## src/rtl/eqs_pkg.sv

```systemverilog
package eqs_pkg;
  localparam int NQ = 4;
  localparam int QW = 2;

  typedef enum logic [1:0] {
    SPLIT_ONE  = 2'b00,
    SPLIT_TWO  = 2'b01,
    SPLIT_FOUR = 2'b10,
    SPLIT_RSVD = 2'b11
  } split_e;
endpackage

```

## src/rtl/eqs_fifo.sv

```systemverilog
module eqs_fifo #(
  parameter int DW    = 16,
  parameter int DEPTH = 8
) (
  input  logic          clk_i,
  input  logic          rst_ni,
  input  logic          push_i,
  input  logic [DW-1:0] data_i,
  input  logic          pop_i,
  output logic [DW-1:0] data_o,
  output logic          empty_o,
  output logic          full_o
);
  localparam int AW = (DEPTH > 1) ? $clog2(DEPTH) : 1;
  localparam int CW = $clog2(DEPTH + 1);

  logic [DW-1:0] mem [DEPTH];
  logic [AW-1:0] wr_ptr, rd_ptr;
  logic [CW-1:0] cnt;

  function automatic logic [AW-1:0] nxt(input logic [AW-1:0] p);
    return (p == AW'(DEPTH - 1)) ? '0 : p + AW'(1);
  endfunction

  always_ff @(posedge clk_i) begin
    if (push_i) mem[wr_ptr] <= data_i;
  end

  always_ff @(posedge clk_i or negedge rst_ni) begin
    if (!rst_ni) begin
      wr_ptr <= '0;
      rd_ptr <= '0;
      cnt    <= '0;
    end else begin
      if (push_i) wr_ptr <= nxt(wr_ptr);
      if (pop_i)  rd_ptr <= nxt(rd_ptr);
      case ({push_i, pop_i})
        2'b10:   cnt <= cnt + CW'(1);
        2'b01:   cnt <= cnt - CW'(1);
        default: cnt <= cnt;
      endcase
    end
  end

  assign data_o  = mem[rd_ptr];
  assign empty_o = (cnt == '0);
  assign full_o  = (cnt == CW'(DEPTH));

  a_r4_no_overflow: assert property (@(posedge clk_i) disable iff (!rst_ni)
    push_i |-> !full_o);
  a_r5_no_underflow: assert property (@(posedge clk_i) disable iff (!rst_ni)
    pop_i |-> !empty_o);
  a_r6_count_step: assert property (@(posedge clk_i) disable iff (!rst_ni)
    (pop_i && !push_i) |=> (cnt == $past(cnt) - CW'(1)));
endmodule

```

## src/rtl/eqs_map.sv

```systemverilog
module eqs_map
  import eqs_pkg::*;
(
  input  logic [1:0]    split_mode_i,
  input  logic [1:0]    prio_thresh_i,
  input  logic [1:0]    prio_i,
  output logic [QW-1:0] qid_o,
  output logic [NQ-1:0] active_o,
  output logic          four_o
);
  always_comb begin
    unique case (split_e'(split_mode_i))
      SPLIT_TWO: begin
        qid_o    = (prio_i >= prio_thresh_i) ? QW'(1) : QW'(0);
        active_o = NQ'(4'b0011);
        four_o   = 1'b0;
      end
      SPLIT_FOUR: begin
        qid_o    = QW'(prio_i);
        active_o = {NQ{1'b1}};
        four_o   = 1'b1;
      end
      default: begin
        qid_o    = '0;
        active_o = NQ'(4'b0001);
        four_o   = 1'b0;
      end
    endcase
  end
endmodule

```

## src/rtl/eqs_sched.sv

```systemverilog
module eqs_sched
  import eqs_pkg::*;
#(
  parameter int WW = 7
) (
  input  logic          clk_i,
  input  logic          rst_ni,
  input  logic [NQ-1:0] nonempty_i,
  input  logic          wfq_i,
  input  logic [NQ-1:0] wgt_we_i,
  input  logic [WW-1:0] wgt_i,
  input  logic          grant_i,
  output logic          valid_o,
  output logic [QW-1:0] sel_o
);
  logic [WW-1:0] wgt_q  [NQ];
  logic [WW-1:0] w_eff  [NQ];
  logic [WW-1:0] cred_q [NQ];
  logic [WW-1:0] eff    [NQ];
  logic [NQ-1:0] has_cred, elig;
  logic          reload;

  for (genvar k = 0; k < NQ; k++) begin : g_q
    always_ff @(posedge clk_i or negedge rst_ni) begin
      if (!rst_ni)         wgt_q[k] <= WW'(1) << k;
      else if (wgt_we_i[k]) wgt_q[k] <= wgt_i;
    end

    assign w_eff[k]    = (wgt_q[k] == '0) ? WW'(1) : wgt_q[k];
    assign has_cred[k] = nonempty_i[k] && (cred_q[k] != '0);
    assign eff[k]      = reload ? w_eff[k] : cred_q[k];
    assign elig[k]     = nonempty_i[k] && (!wfq_i || (eff[k] != '0));

    // empty queues forfeit credit; a grant commits any pending reload
    always_ff @(posedge clk_i or negedge rst_ni) begin
      if (!rst_ni)                         cred_q[k] <= '0;
      else if (!wfq_i || !nonempty_i[k])   cred_q[k] <= '0;
      else if (grant_i)
        cred_q[k] <= eff[k] - ((sel_o == QW'(k)) ? WW'(1) : WW'(0));
    end

    a_r7_cred_bound: assert property (@(posedge clk_i) disable iff (!rst_ni)
      cred_q[k] <= w_eff[k]);
  end

  assign reload  = wfq_i && (has_cred == '0);
  assign valid_o = |nonempty_i;

  always_comb begin
    sel_o = '0;
    for (int k = 0; k < NQ; k++) begin
      if (elig[k]) sel_o = QW'(k);
    end
  end

  a_r3_strict_top: assert property (@(posedge clk_i) disable iff (!rst_ni)
    (valid_o && !wfq_i) |-> ((nonempty_i & ~((NQ'(2) << sel_o) - NQ'(1))) == '0));
  a_r7_sel_backlogged: assert property (@(posedge clk_i) disable iff (!rst_ni)
    valid_o |-> nonempty_i[sel_o]);
endmodule

```

## src/rtl/egress_prio_sched.sv

```systemverilog
module egress_prio_sched
  import eqs_pkg::*;
#(
  parameter int DESC_W     = 16,
  parameter int FIFO_DEPTH = 8,
  parameter int WGT_W      = 7
) (
  input  logic              clk_i,
  input  logic              rst_ni,
  input  logic [1:0]        split_mode_i,
  input  logic              wfq_en_i,
  input  logic [1:0]        prio_thresh_i,
  input  logic [NQ-1:0]     wgt_we_i,
  input  logic [WGT_W-1:0]  wgt_i,
  input  logic              enq_valid_i,
  output logic              enq_ready_o,
  input  logic [DESC_W-1:0] enq_desc_i,
  input  logic [1:0]        enq_prio_i,
  output logic              deq_valid_o,
  input  logic              deq_ready_i,
  output logic [DESC_W-1:0] deq_desc_o,
  output logic [QW-1:0]     deq_qid_o
);
  logic [QW-1:0]     tgt_q;
  logic [NQ-1:0]     active, full, empty, push, pop, nonempty;
  logic              four, grant;
  logic [DESC_W-1:0] rd_data [NQ];

  eqs_map u_map (
    .split_mode_i (split_mode_i),
    .prio_thresh_i(prio_thresh_i),
    .prio_i       (enq_prio_i),
    .qid_o        (tgt_q),
    .active_o     (active),
    .four_o       (four)
  );

  assign enq_ready_o = !full[tgt_q];

  for (genvar k = 0; k < NQ; k++) begin : g_fifo
    assign push[k] = enq_valid_i && enq_ready_o && (tgt_q == QW'(k));
    assign pop[k]  = grant && (deq_qid_o == QW'(k));

    eqs_fifo #(.DW(DESC_W), .DEPTH(FIFO_DEPTH)) u_fifo (
      .clk_i  (clk_i),
      .rst_ni (rst_ni),
      .push_i (push[k]),
      .data_i (enq_desc_i),
      .pop_i  (pop[k]),
      .data_o (rd_data[k]),
      .empty_o(empty[k]),
      .full_o (full[k])
    );
  end

  assign nonempty = ~empty & active;
  assign grant    = deq_valid_o && deq_ready_i;

  eqs_sched #(.WW(WGT_W)) u_sched (
    .clk_i     (clk_i),
    .rst_ni    (rst_ni),
    .nonempty_i(nonempty),
    .wfq_i     (wfq_en_i && four),
    .wgt_we_i  (wgt_we_i),
    .wgt_i     (wgt_i),
    .grant_i   (grant),
    .valid_o   (deq_valid_o),
    .sel_o     (deq_qid_o)
  );

  assign deq_desc_o = rd_data[deq_qid_o];

  a_r5_qid_active: assert property (@(posedge clk_i) disable iff (!rst_ni)
    deq_valid_o |-> active[deq_qid_o]);
  a_r4_ready_room: assert property (@(posedge clk_i) disable iff (!rst_ni)
    (enq_valid_i && enq_ready_o) |=> !empty[$past(tgt_q)]);
endmodule

```

## config.mk

```make
export PLATFORM = sky130hd
export DESIGN_NAME = egress_prio_sched
export DESIGN_NICKNAME = d
export VERILOG_FILES = /design/src/rtl/eqs_pkg.sv /design/src/rtl/eqs_fifo.sv /design/src/rtl/eqs_map.sv /design/src/rtl/eqs_sched.sv /design/src/rtl/egress_prio_sched.sv
export SDC_FILE = /design/constraint.sdc
export NUM_CORES = 1
export LEC_CHECK = 0
export BUFFER_PORTS_ARGS = -buffer_cell sky130_fd_sc_hd__buf_4
export CAP_MARGIN = 20
export CORE_ASPECT_RATIO = 0.75
export CORE_MARGIN = 5
export CORE_UTILIZATION = 45
export DETAILED_ROUTE_END_ITERATION = 8
export GPL_ROUTABILITY_DRIVEN = 0
export MAX_ROUTING_LAYER = met4
export PLACE_DENSITY = 0.62
export SLEW_MARGIN = 25
export SYNTH_ARGS = -nofsm -noshare
export SYNTH_HDL_FRONTEND = slang
export SYNTH_SLANG_ARGS = --single-unit
```

## constraint.sdc

```tcl
create_clock -name clk_i -period 5.21 [get_ports clk_i]
set_clock_uncertainty 0.05 [all_clocks]
set_input_delay 1.042 -clock clk_i [delete_from_list [all_inputs] [get_ports clk_i]]
set_output_delay 1.042 -clock clk_i [all_outputs]
set_load 0.1 [all_outputs]
```

# ---- Word level (Yosys, flattened, before mapping)
# Memories as Yosys holds them, arrays and structs flattened.
# Index checks and enable logic that the tools add are counted.
dict set report op_classes {
  n_addsub 20
  order_cmp 3
  n_eq_ne 28
  muxes 52
  n_bitwise 3
  reduce_logical 59
}
# operator n
set ops {}
lappend ops {{$mux W7} 16}
lappend ops {{$reduce_bool A7 Y1} 7}
lappend ops {{$pmux W4 S2} 5}
lappend ops {{$bmux W16 S2} 1}
lappend ops {{$mux W16} 2}
lappend ops {{$logic_not A7 Y1} 4}
lappend ops {{$sub A7 B7 Y7} 4}
lappend ops {{$add A3 B1 Y3 const B} 8}
lappend ops {{$eq A3 B3 Y1 const B} 8}
lappend ops {{$mux W3} 8}
lappend ops {{$logic_not A4 Y1} 5}
lappend ops {{$logic_and A1 B1 Y1} 19}
lappend ops {{$eq A2 B2 Y1 const B} 9}
lappend ops {{$add A4 B1 Y4 const B} 4}
lappend ops {{$eq A4 B4 Y1 const B} 4}
lappend ops {{$mux W1} 16}
lappend ops {{$reduce_bool A2 Y1} 8}
lappend ops {{$sub A4 B1 Y4 const B} 4}
lappend ops {{$eq A2 B1 Y1 const B} 7}
lappend ops {{$logic_or A1 B1 Y1} 7}
lappend ops {{$logic_not A1 Y1} 6}
lappend ops {{$and A4 B4 Y4} 1}
lappend ops {{$logic_not A2 Y1} 2}
lappend ops {{$mux W2} 2}
lappend ops {{other kinds (8)} 8}
dict set report totals {
  register_bits 96
  mem_bits_rw 512
  wordCells 189
  memories 4
}
# memory words word_bits read_ports rd_clocked_by_memory_dff write_ports line
set memory_table {}
lappend memory_table {{g_fifo[0].u_fifo.mem} 8 16 1 0 1 eqs_fifo.sv:17} ;# logic [DW-1:0] mem [DEPTH];
lappend memory_table {{g_fifo[1].u_fifo.mem} 8 16 1 0 1 eqs_fifo.sv:17}
lappend memory_table {{g_fifo[2].u_fifo.mem} 8 16 1 0 1 eqs_fifo.sv:17}
lappend memory_table {{g_fifo[3].u_fifo.mem} 8 16 1 0 1 eqs_fifo.sv:17}

# ---- Longest topological paths before layout
dict set report depth {
  ltp_word 18
  ltp_mapped 21
  depth_no_buf 17
}

# ---- By module
# A second synthesis with hierarchy kept.
dict set report hier_totals {
  cells_unflattened 1375
  hier_area_um2 26314.0
}
# module instances cells_each area_per_inst_um2 seq_area_each_um2
set by_module_without_submodules {}
lappend by_module_without_submodules {{eqs_fifo at g_fifo[2].u_fifo ...} 2 242 5535.3 4093.9}
lappend by_module_without_submodules {{eqs_fifo at g_fifo[1].u_fifo} 1 244 5536.6 4093.9}
lappend by_module_without_submodules {{eqs_fifo at g_fifo[0].u_fifo} 1 242 5529.1 4093.9}
lappend by_module_without_submodules {eqs_sched 1 349 3525.9 1406.3}
lappend by_module_without_submodules {egress_prio_sched 1 38 521.8 0.0}
lappend by_module_without_submodules {eqs_map 1 18 130.1 0.0}

# ---- Least setup slack after synthesis
# Ideal clock, no wire load.
dict set report synth_timing {
  kind {input-to-output}
  from {input split_mode_i[0]}
  to {output deq_qid_o[0]}
  arrival_ns 4.663
  t_required_ns 4.118
  path_slack_ns -0.545
  stages 9
  path_buffers 2
  path_cell_list {inv_1 -> ha_1 -> clkbuf_1 -> nand2_1 -> o2bb2ai_2 -> nor4_4 -> o41ai_2 -> clkbuf_1 -> o21ai_0}
}
dict set report synth_via {
  elab_chain_cells 13
  word_cells_on_any_way 27
}
# element line
set synth_rtl {}
lappend synth_rtl {{start, declared} egress_prio_sched.sv:10} ;# input logic [1:0] split_mode_i,
lappend synth_rtl {{$eq A2 B2 Y1 or $eq A2 B1 Y1 (tied branches)} eqs_map.sv:12} ;# unique case (split_e'(split_mode_i))
lappend synth_rtl {{$pmux W4 S2} eqs_map.sv:12}
lappend synth_rtl {{$and A4 B4 Y4} egress_prio_sched.sv:56} ;# assign nonempty = ~empty & active;
lappend synth_rtl {{$logic_and A1 B1 Y1} eqs_sched.sv:30} ;# assign has_cred[k] = nonempty_i[k] && (cred_q[k] != '0);
lappend synth_rtl {{$logic_not A4 Y1} eqs_sched.sv:46} ;# assign reload = wfq_i && (has_cred == '0);
lappend synth_rtl {{$logic_and A1 B1 Y1} eqs_sched.sv:46}
lappend synth_rtl {{$mux W7} eqs_sched.sv:31} ;# assign eff[k] = reload ? w_eff[k] : cred_q[k];
lappend synth_rtl {{$reduce_bool A7 Y1} eqs_sched.sv:32} ;# assign elig[k] = nonempty_i[k] && (!wfq_i || (eff[k] != '0));
lappend synth_rtl {{$logic_or A1 B1 Y1} eqs_sched.sv:32}
lappend synth_rtl {{$logic_and A1 B1 Y1} eqs_sched.sv:32}
lappend synth_rtl {{$mux W1} eqs_sched.sv:52} ;# if (elig[k]) sel_o = QW'(k);
lappend synth_rtl {{$mux W2} eqs_sched.sv:52}
lappend synth_rtl {{$mux W2 *} eqs_sched.sv:52}
lappend synth_rtl {{end, declared} egress_prio_sched.sv:22} ;# output logic [QW-1:0] deq_qid_o
# Mark *: on every way between the ends. The rest lies on a longest branch, timed or not.

# ---- Final worst setup path
dict set report layout_timing {
  from {register u_sched.cred_q[10] in the netlist's numbering}
  to {output deq_qid_o[0]}
}
dict set report layout_via {
  elab_chain_cells 11
  word_cells_on_any_way 19
}
# element line
set layout_rtl {}
lappend layout_rtl {{start, declared} eqs_sched.sv:18} ;# logic [WW-1:0] cred_q [NQ];
lappend layout_rtl {{start signal, assigned by index} eqs_sched.sv:39} ;# cred_q[k] <= eff[k] - ((sel_o == QW'(k)) ? WW'(1) : WW'(0));
lappend layout_rtl {{$reduce_bool A7 Y1} eqs_sched.sv:30}
lappend layout_rtl {{$logic_and A1 B1 Y1} eqs_sched.sv:30}
lappend layout_rtl {{$logic_not A4 Y1} eqs_sched.sv:46}
lappend layout_rtl {{$logic_and A1 B1 Y1} eqs_sched.sv:46}
lappend layout_rtl {{$mux W7} eqs_sched.sv:31}
lappend layout_rtl {{$reduce_bool A7 Y1} eqs_sched.sv:32}
lappend layout_rtl {{$logic_or A1 B1 Y1} eqs_sched.sv:32}
lappend layout_rtl {{$logic_and A1 B1 Y1} eqs_sched.sv:32}
lappend layout_rtl {{$mux W1} eqs_sched.sv:52}
lappend layout_rtl {{$mux W2} eqs_sched.sv:52}
lappend layout_rtl {{$mux W2 *} eqs_sched.sv:52}
# Marks and branches as above.

==> run summary <==
The estimated wirelength of the detail-placed design is 36800 µm. The number of enable flip-flop cells after synthesis came out at 512. The worst setup path is launched from a register.

The clock latency of the later-clocked register in the worst-skew pair is 610 ps. The clock passes through at most 3 buffers. Across the VDD grid, the largest voltage drop is 0.484 mV. The count of boundary I/O pins came out at 58. The initial antenna violation count is 2. Walking the worst path, the cells encountered are or4_4, nor4_4, buf_4, o2bb2ai_2, or4_4, a31o_4, buf_4, o21ai_1, buf_4. The count of nets left with antenna violations once routing finished came out at 0. After detailed routing, the average wire length per cell comes to 24.8 µm.

The net count of the mapped netlist is 1533. The total design power is 15.1 mW. The clock network fraction of total power is 28.9%. Sequential cells account for 41.3% of the total power.

The via count normalized by instance count came out at 5.79. The largest fanout on the critical path came out at 19. The length in cells of the worst reg-to-reg path came out at 14. The combinational power share is 29.7%. The master of the slowest instance on the critical path is or4_4. The number of failing setup endpoints in the final timing report came out at 0. On the critical path the largest part of the delay comes from simple AND/OR/NAND/NOR gates. OpenSTA, run right after detailed placement, puts the worst setup slack at 348 ps. The first routing iteration left 1230 violations. The floorplan die height came out at 217 µm. The maximum clock frequency is 0.198 GHz.

The count of cells along the worst hold path is 1. The layout cell share with drive strength beyond 1 came out at 28.6%. The number of standard cells in the final layout excluding fillers came out at 2342.

STA classifies the critical path endpoint as a primary output. The post-synthesis cell type count came out at 76. The sum of routed wire length over all layers came out at 58200 µm. Summed over all cells, the static leakage comes to 9.97 nW. The setup check on the worst reg-to-reg path leaves a slack of 770 ps. The critical path in this run is classified as register to primary output.

The pre-antenna-repair detailed-routing pass consisted of 7 iterations. The number of flip-flops and latches in the synthesized netlist came out at 608. The hold violation count in the final report is 0. The post-CTS clock slew at the launch and capture registers of the worst setup and hold paths is 60 ps. The area of the die is 61900 µm². In the global route stage, overall resource usage came out at 19.5%. In the synthesized netlist the dominant register cell turns out to be edfxtp_1. The worst hold path terminates at g_fifo[2].u_fifo.cnt[3]$_DFFE_PN0P_.

In the post-synthesis netlist, the biggest area contributors are edfxtp_1, mux4_2, dfrtp_1. For the pin with the worst max-slew slack, the measured transition is 1010 ps. The total power per unit cell area came out at 514 nW/µm². Data arrives at the worst endpoint at 3960 ps. After synthesis, the mean cell area works out to 17.6 µm². The global-route congestion overflow total is 0. The stage delay of the slowest cell on the critical path is 590 ps. The number of fillers in the final layout came out at 4478. The worst register-to-register path begins at u_sched.cred_q[10]$_DFFE_PN0P_. In the final design database the tool counted 1640 nets.

The starting density of the core came out at 45.7%. Counting the buffers created by CTS gives 58. In the layout the commonest cells are edfxtp_1, mux4_2, buf_4, nand2_1, dfrtp_1.

The setup slack after layout is 154 ps. Entering global routing, the biggest net connects 56 pins. The cell-internal power came out at 10.0 mW. The register area share after synthesis came out at 69.4%. The number of pins exceeding their max-slew limit in the final report is 0. Summed over all instances, the cell type with the most area after synthesis is edfxtp_1. The number of design rule violations left after detail routing is 0. The core region is 56100 µm². The first global-routing pass estimated 88300 µm of wire. The synthesized instance count is 1453. The clock net sink count came out at 608.

The max-capacitance violation count is 0. The yosys synthesis warning count came out at 0. Setup repair after global routing left no endpoint under its margin.

In this run, placement finished with an instance count of 2230. The number of global-route vias before repair is 13517. Buffers placed on the I/O ports in this run total 57. The layout overhead on the synthesized area is 14.4%.

The synthesized area is 25600 µm². Leaving out fill and tap cells, the most frequent cell in the layout is edfxtp_1. The clock tree from TritonCTS is built. The width of the chip is 286 µm. Net switching is 33.5% of the power. The run finished with clean final reports. The final critical-path share of the clock period is 97.1%. The min-delay analysis places its worst path in the category register to register. The share of flip-flops with an asynchronous set or reset after synthesis is 15.8%. After layout, the minimum clock period comes to 5060 ps. The clock root buffer is clkbuf_16. In this run the number of H-tree levels came out at 2. The worst hold path begins at g_fifo[2].u_fifo.cnt[3]$_DFFE_PN0P_.

The top cell type by area accounts for 60.0% of the synthesized area. The worst endpoint required time came out at 4120 ps. The via count is 13564. For this design the total switching power over the nets is 5.05 mW. The most frequent cell on the critical path is buf_4. The count of buffering cells on the critical path with inverters included is 3. The remaining max-slew budget at the tightest pin came out at 32.4%. The worst register-to-register path ends at u_sched.cred_q[20]$_DFFE_PN0P_. The number of rows created at floorplan came out at 75.
==> timing repair <==
item                       in CTS  in global routing
buffers inserted                1                  0
gates resized for setup         1                  2
setup endpoints to repair      17                 17
pin swaps                       1                  0
hold buffers                    0                  0
==> power groups by stage <==
stage                     combinational [mW]  sequential [mW]  clock, mW
after floorplan                         3.48             5.87          0
after global placement                  4.47             6.33          0
after detailed placement                4.51             6.35          0
after CTS                               4.52             6.25       4.46
after global routing                    4.75             6.32       4.68
final                                   4.48             6.23       4.36
==> area by class of cell <==
cell class	instances	area, µm²	share of cell area [%]
Antenna cell	1	2.50	0.00853
Multi-Input combinational cell	748	7610	25.9
Sequential cell	608	17800	60.7
Tap cell	731	915	3.12
Inverter	27	108	0.367
Timing Repair Buffer	117	891	3.04
Clock buffer	84	1680	5.73
Clock inverter	26	338	1.15
==> sequential cells by signal, indices dropped and copies added, names as in the netlist <==
register              count
g_fifo.u_fifo.wr_ptr     12
g_fifo.u_fifo.rd_ptr     12
u_sched.cred_q           28
u_sched.wgt_q            28
g_fifo.u_fifo.mem       512
g_fifo.u_fifo.cnt        16
==> how the worst max path moves through the flow <==
stage | startpoint | endpoint | slack, ps | cells after the start
global placement | split_mode_i[0] | deq_desc_o[3] | 430 | 11
detailed placement | split_mode_i[0] | u_sched.cred_q[18]$_DFFE_PN0P_ | 350 | 17
floorplan | split_mode_i[0] | deq_desc_o[0] | -180 | 11
CTS | u_sched.cred_q[2]$_DFFE_PN0P_ | deq_qid_o[0] | 20 | 8
global route | u_sched.cred_q[10]$_DFFE_PN0P_ | deq_desc_o[3] | 10 | 10
finish | u_sched.cred_q[10]$_DFFE_PN0P_ | deq_qid_o[0] | 150 | 9
==> cell usage after synthesis, drive strengths merged, types with 2 or more instances <==
library cell and number:
or4 4, buf 28, a211o 3, o22ai 2, and2 2, fa 2, o211ai 18, or2 4
a21o 3, nor3 29, o21a 2, a21oi 32, inv 25, nor3b 21, o31ai 2, a211oi 5
o41ai 3, clkinv 2, nand2 88, nand4 3, clkbuf 42, xor2 15, nor2 62, or3 5
ha 40, dfstp 4, nand3 14, mux2 59, a31oi 10, o21ai 60, nand3b 4, nor4 11
o221ai 16, mux2i 57, nand4b 2, o2111ai 2, mux4 128, dfrtp 92, edfxtp 512, nor2b 2
xnor2 14, nand2b 10
==> stage by stage <==
| step | hold slack [ps] | TNS, ps | utilization [%] | area, µm² |
|---|---|---|---|---|
| final | 450 | 0 | 52.3 | 29300 |
| after global routing | 475 | 0 | 52.3 | 29300 |
| after CTS | 453 | 0 | 52.2 | 29300 |
| after detailed placement | 439 | 0 | 48.6 | 27300 |
| after global placement | 436 | 0 | 48.6 | 27300 |
| after floorplan | 408 | -1250 | - | 25600 |
==> layer usage <==
metal  global-route usage (%)  share of wire [%]  vias to the layer above
met5                        -                  0                        -
met4                     3.65                1.5                        0
met3                     3.05                6.5                       66
met2                     29.2                 46                      378
met1                     29.0                 46                     7103
li1                         -                  -                     6017
==> cell families after synthesis <==
family	after synthesis	synth area share (%)
AND/OR/NAND/NOR	265	5.33
AO/OA/AOI/OAI	168	4.47
XOR/XNOR	29	0.991
multiplexers	244	16.1
adder cells (fa/ha/maj)	42	2.11
buffers and inverters	97	1.62
flip-flops	608	69.4
No activity file was read; power rests on OpenSTA's default activity.
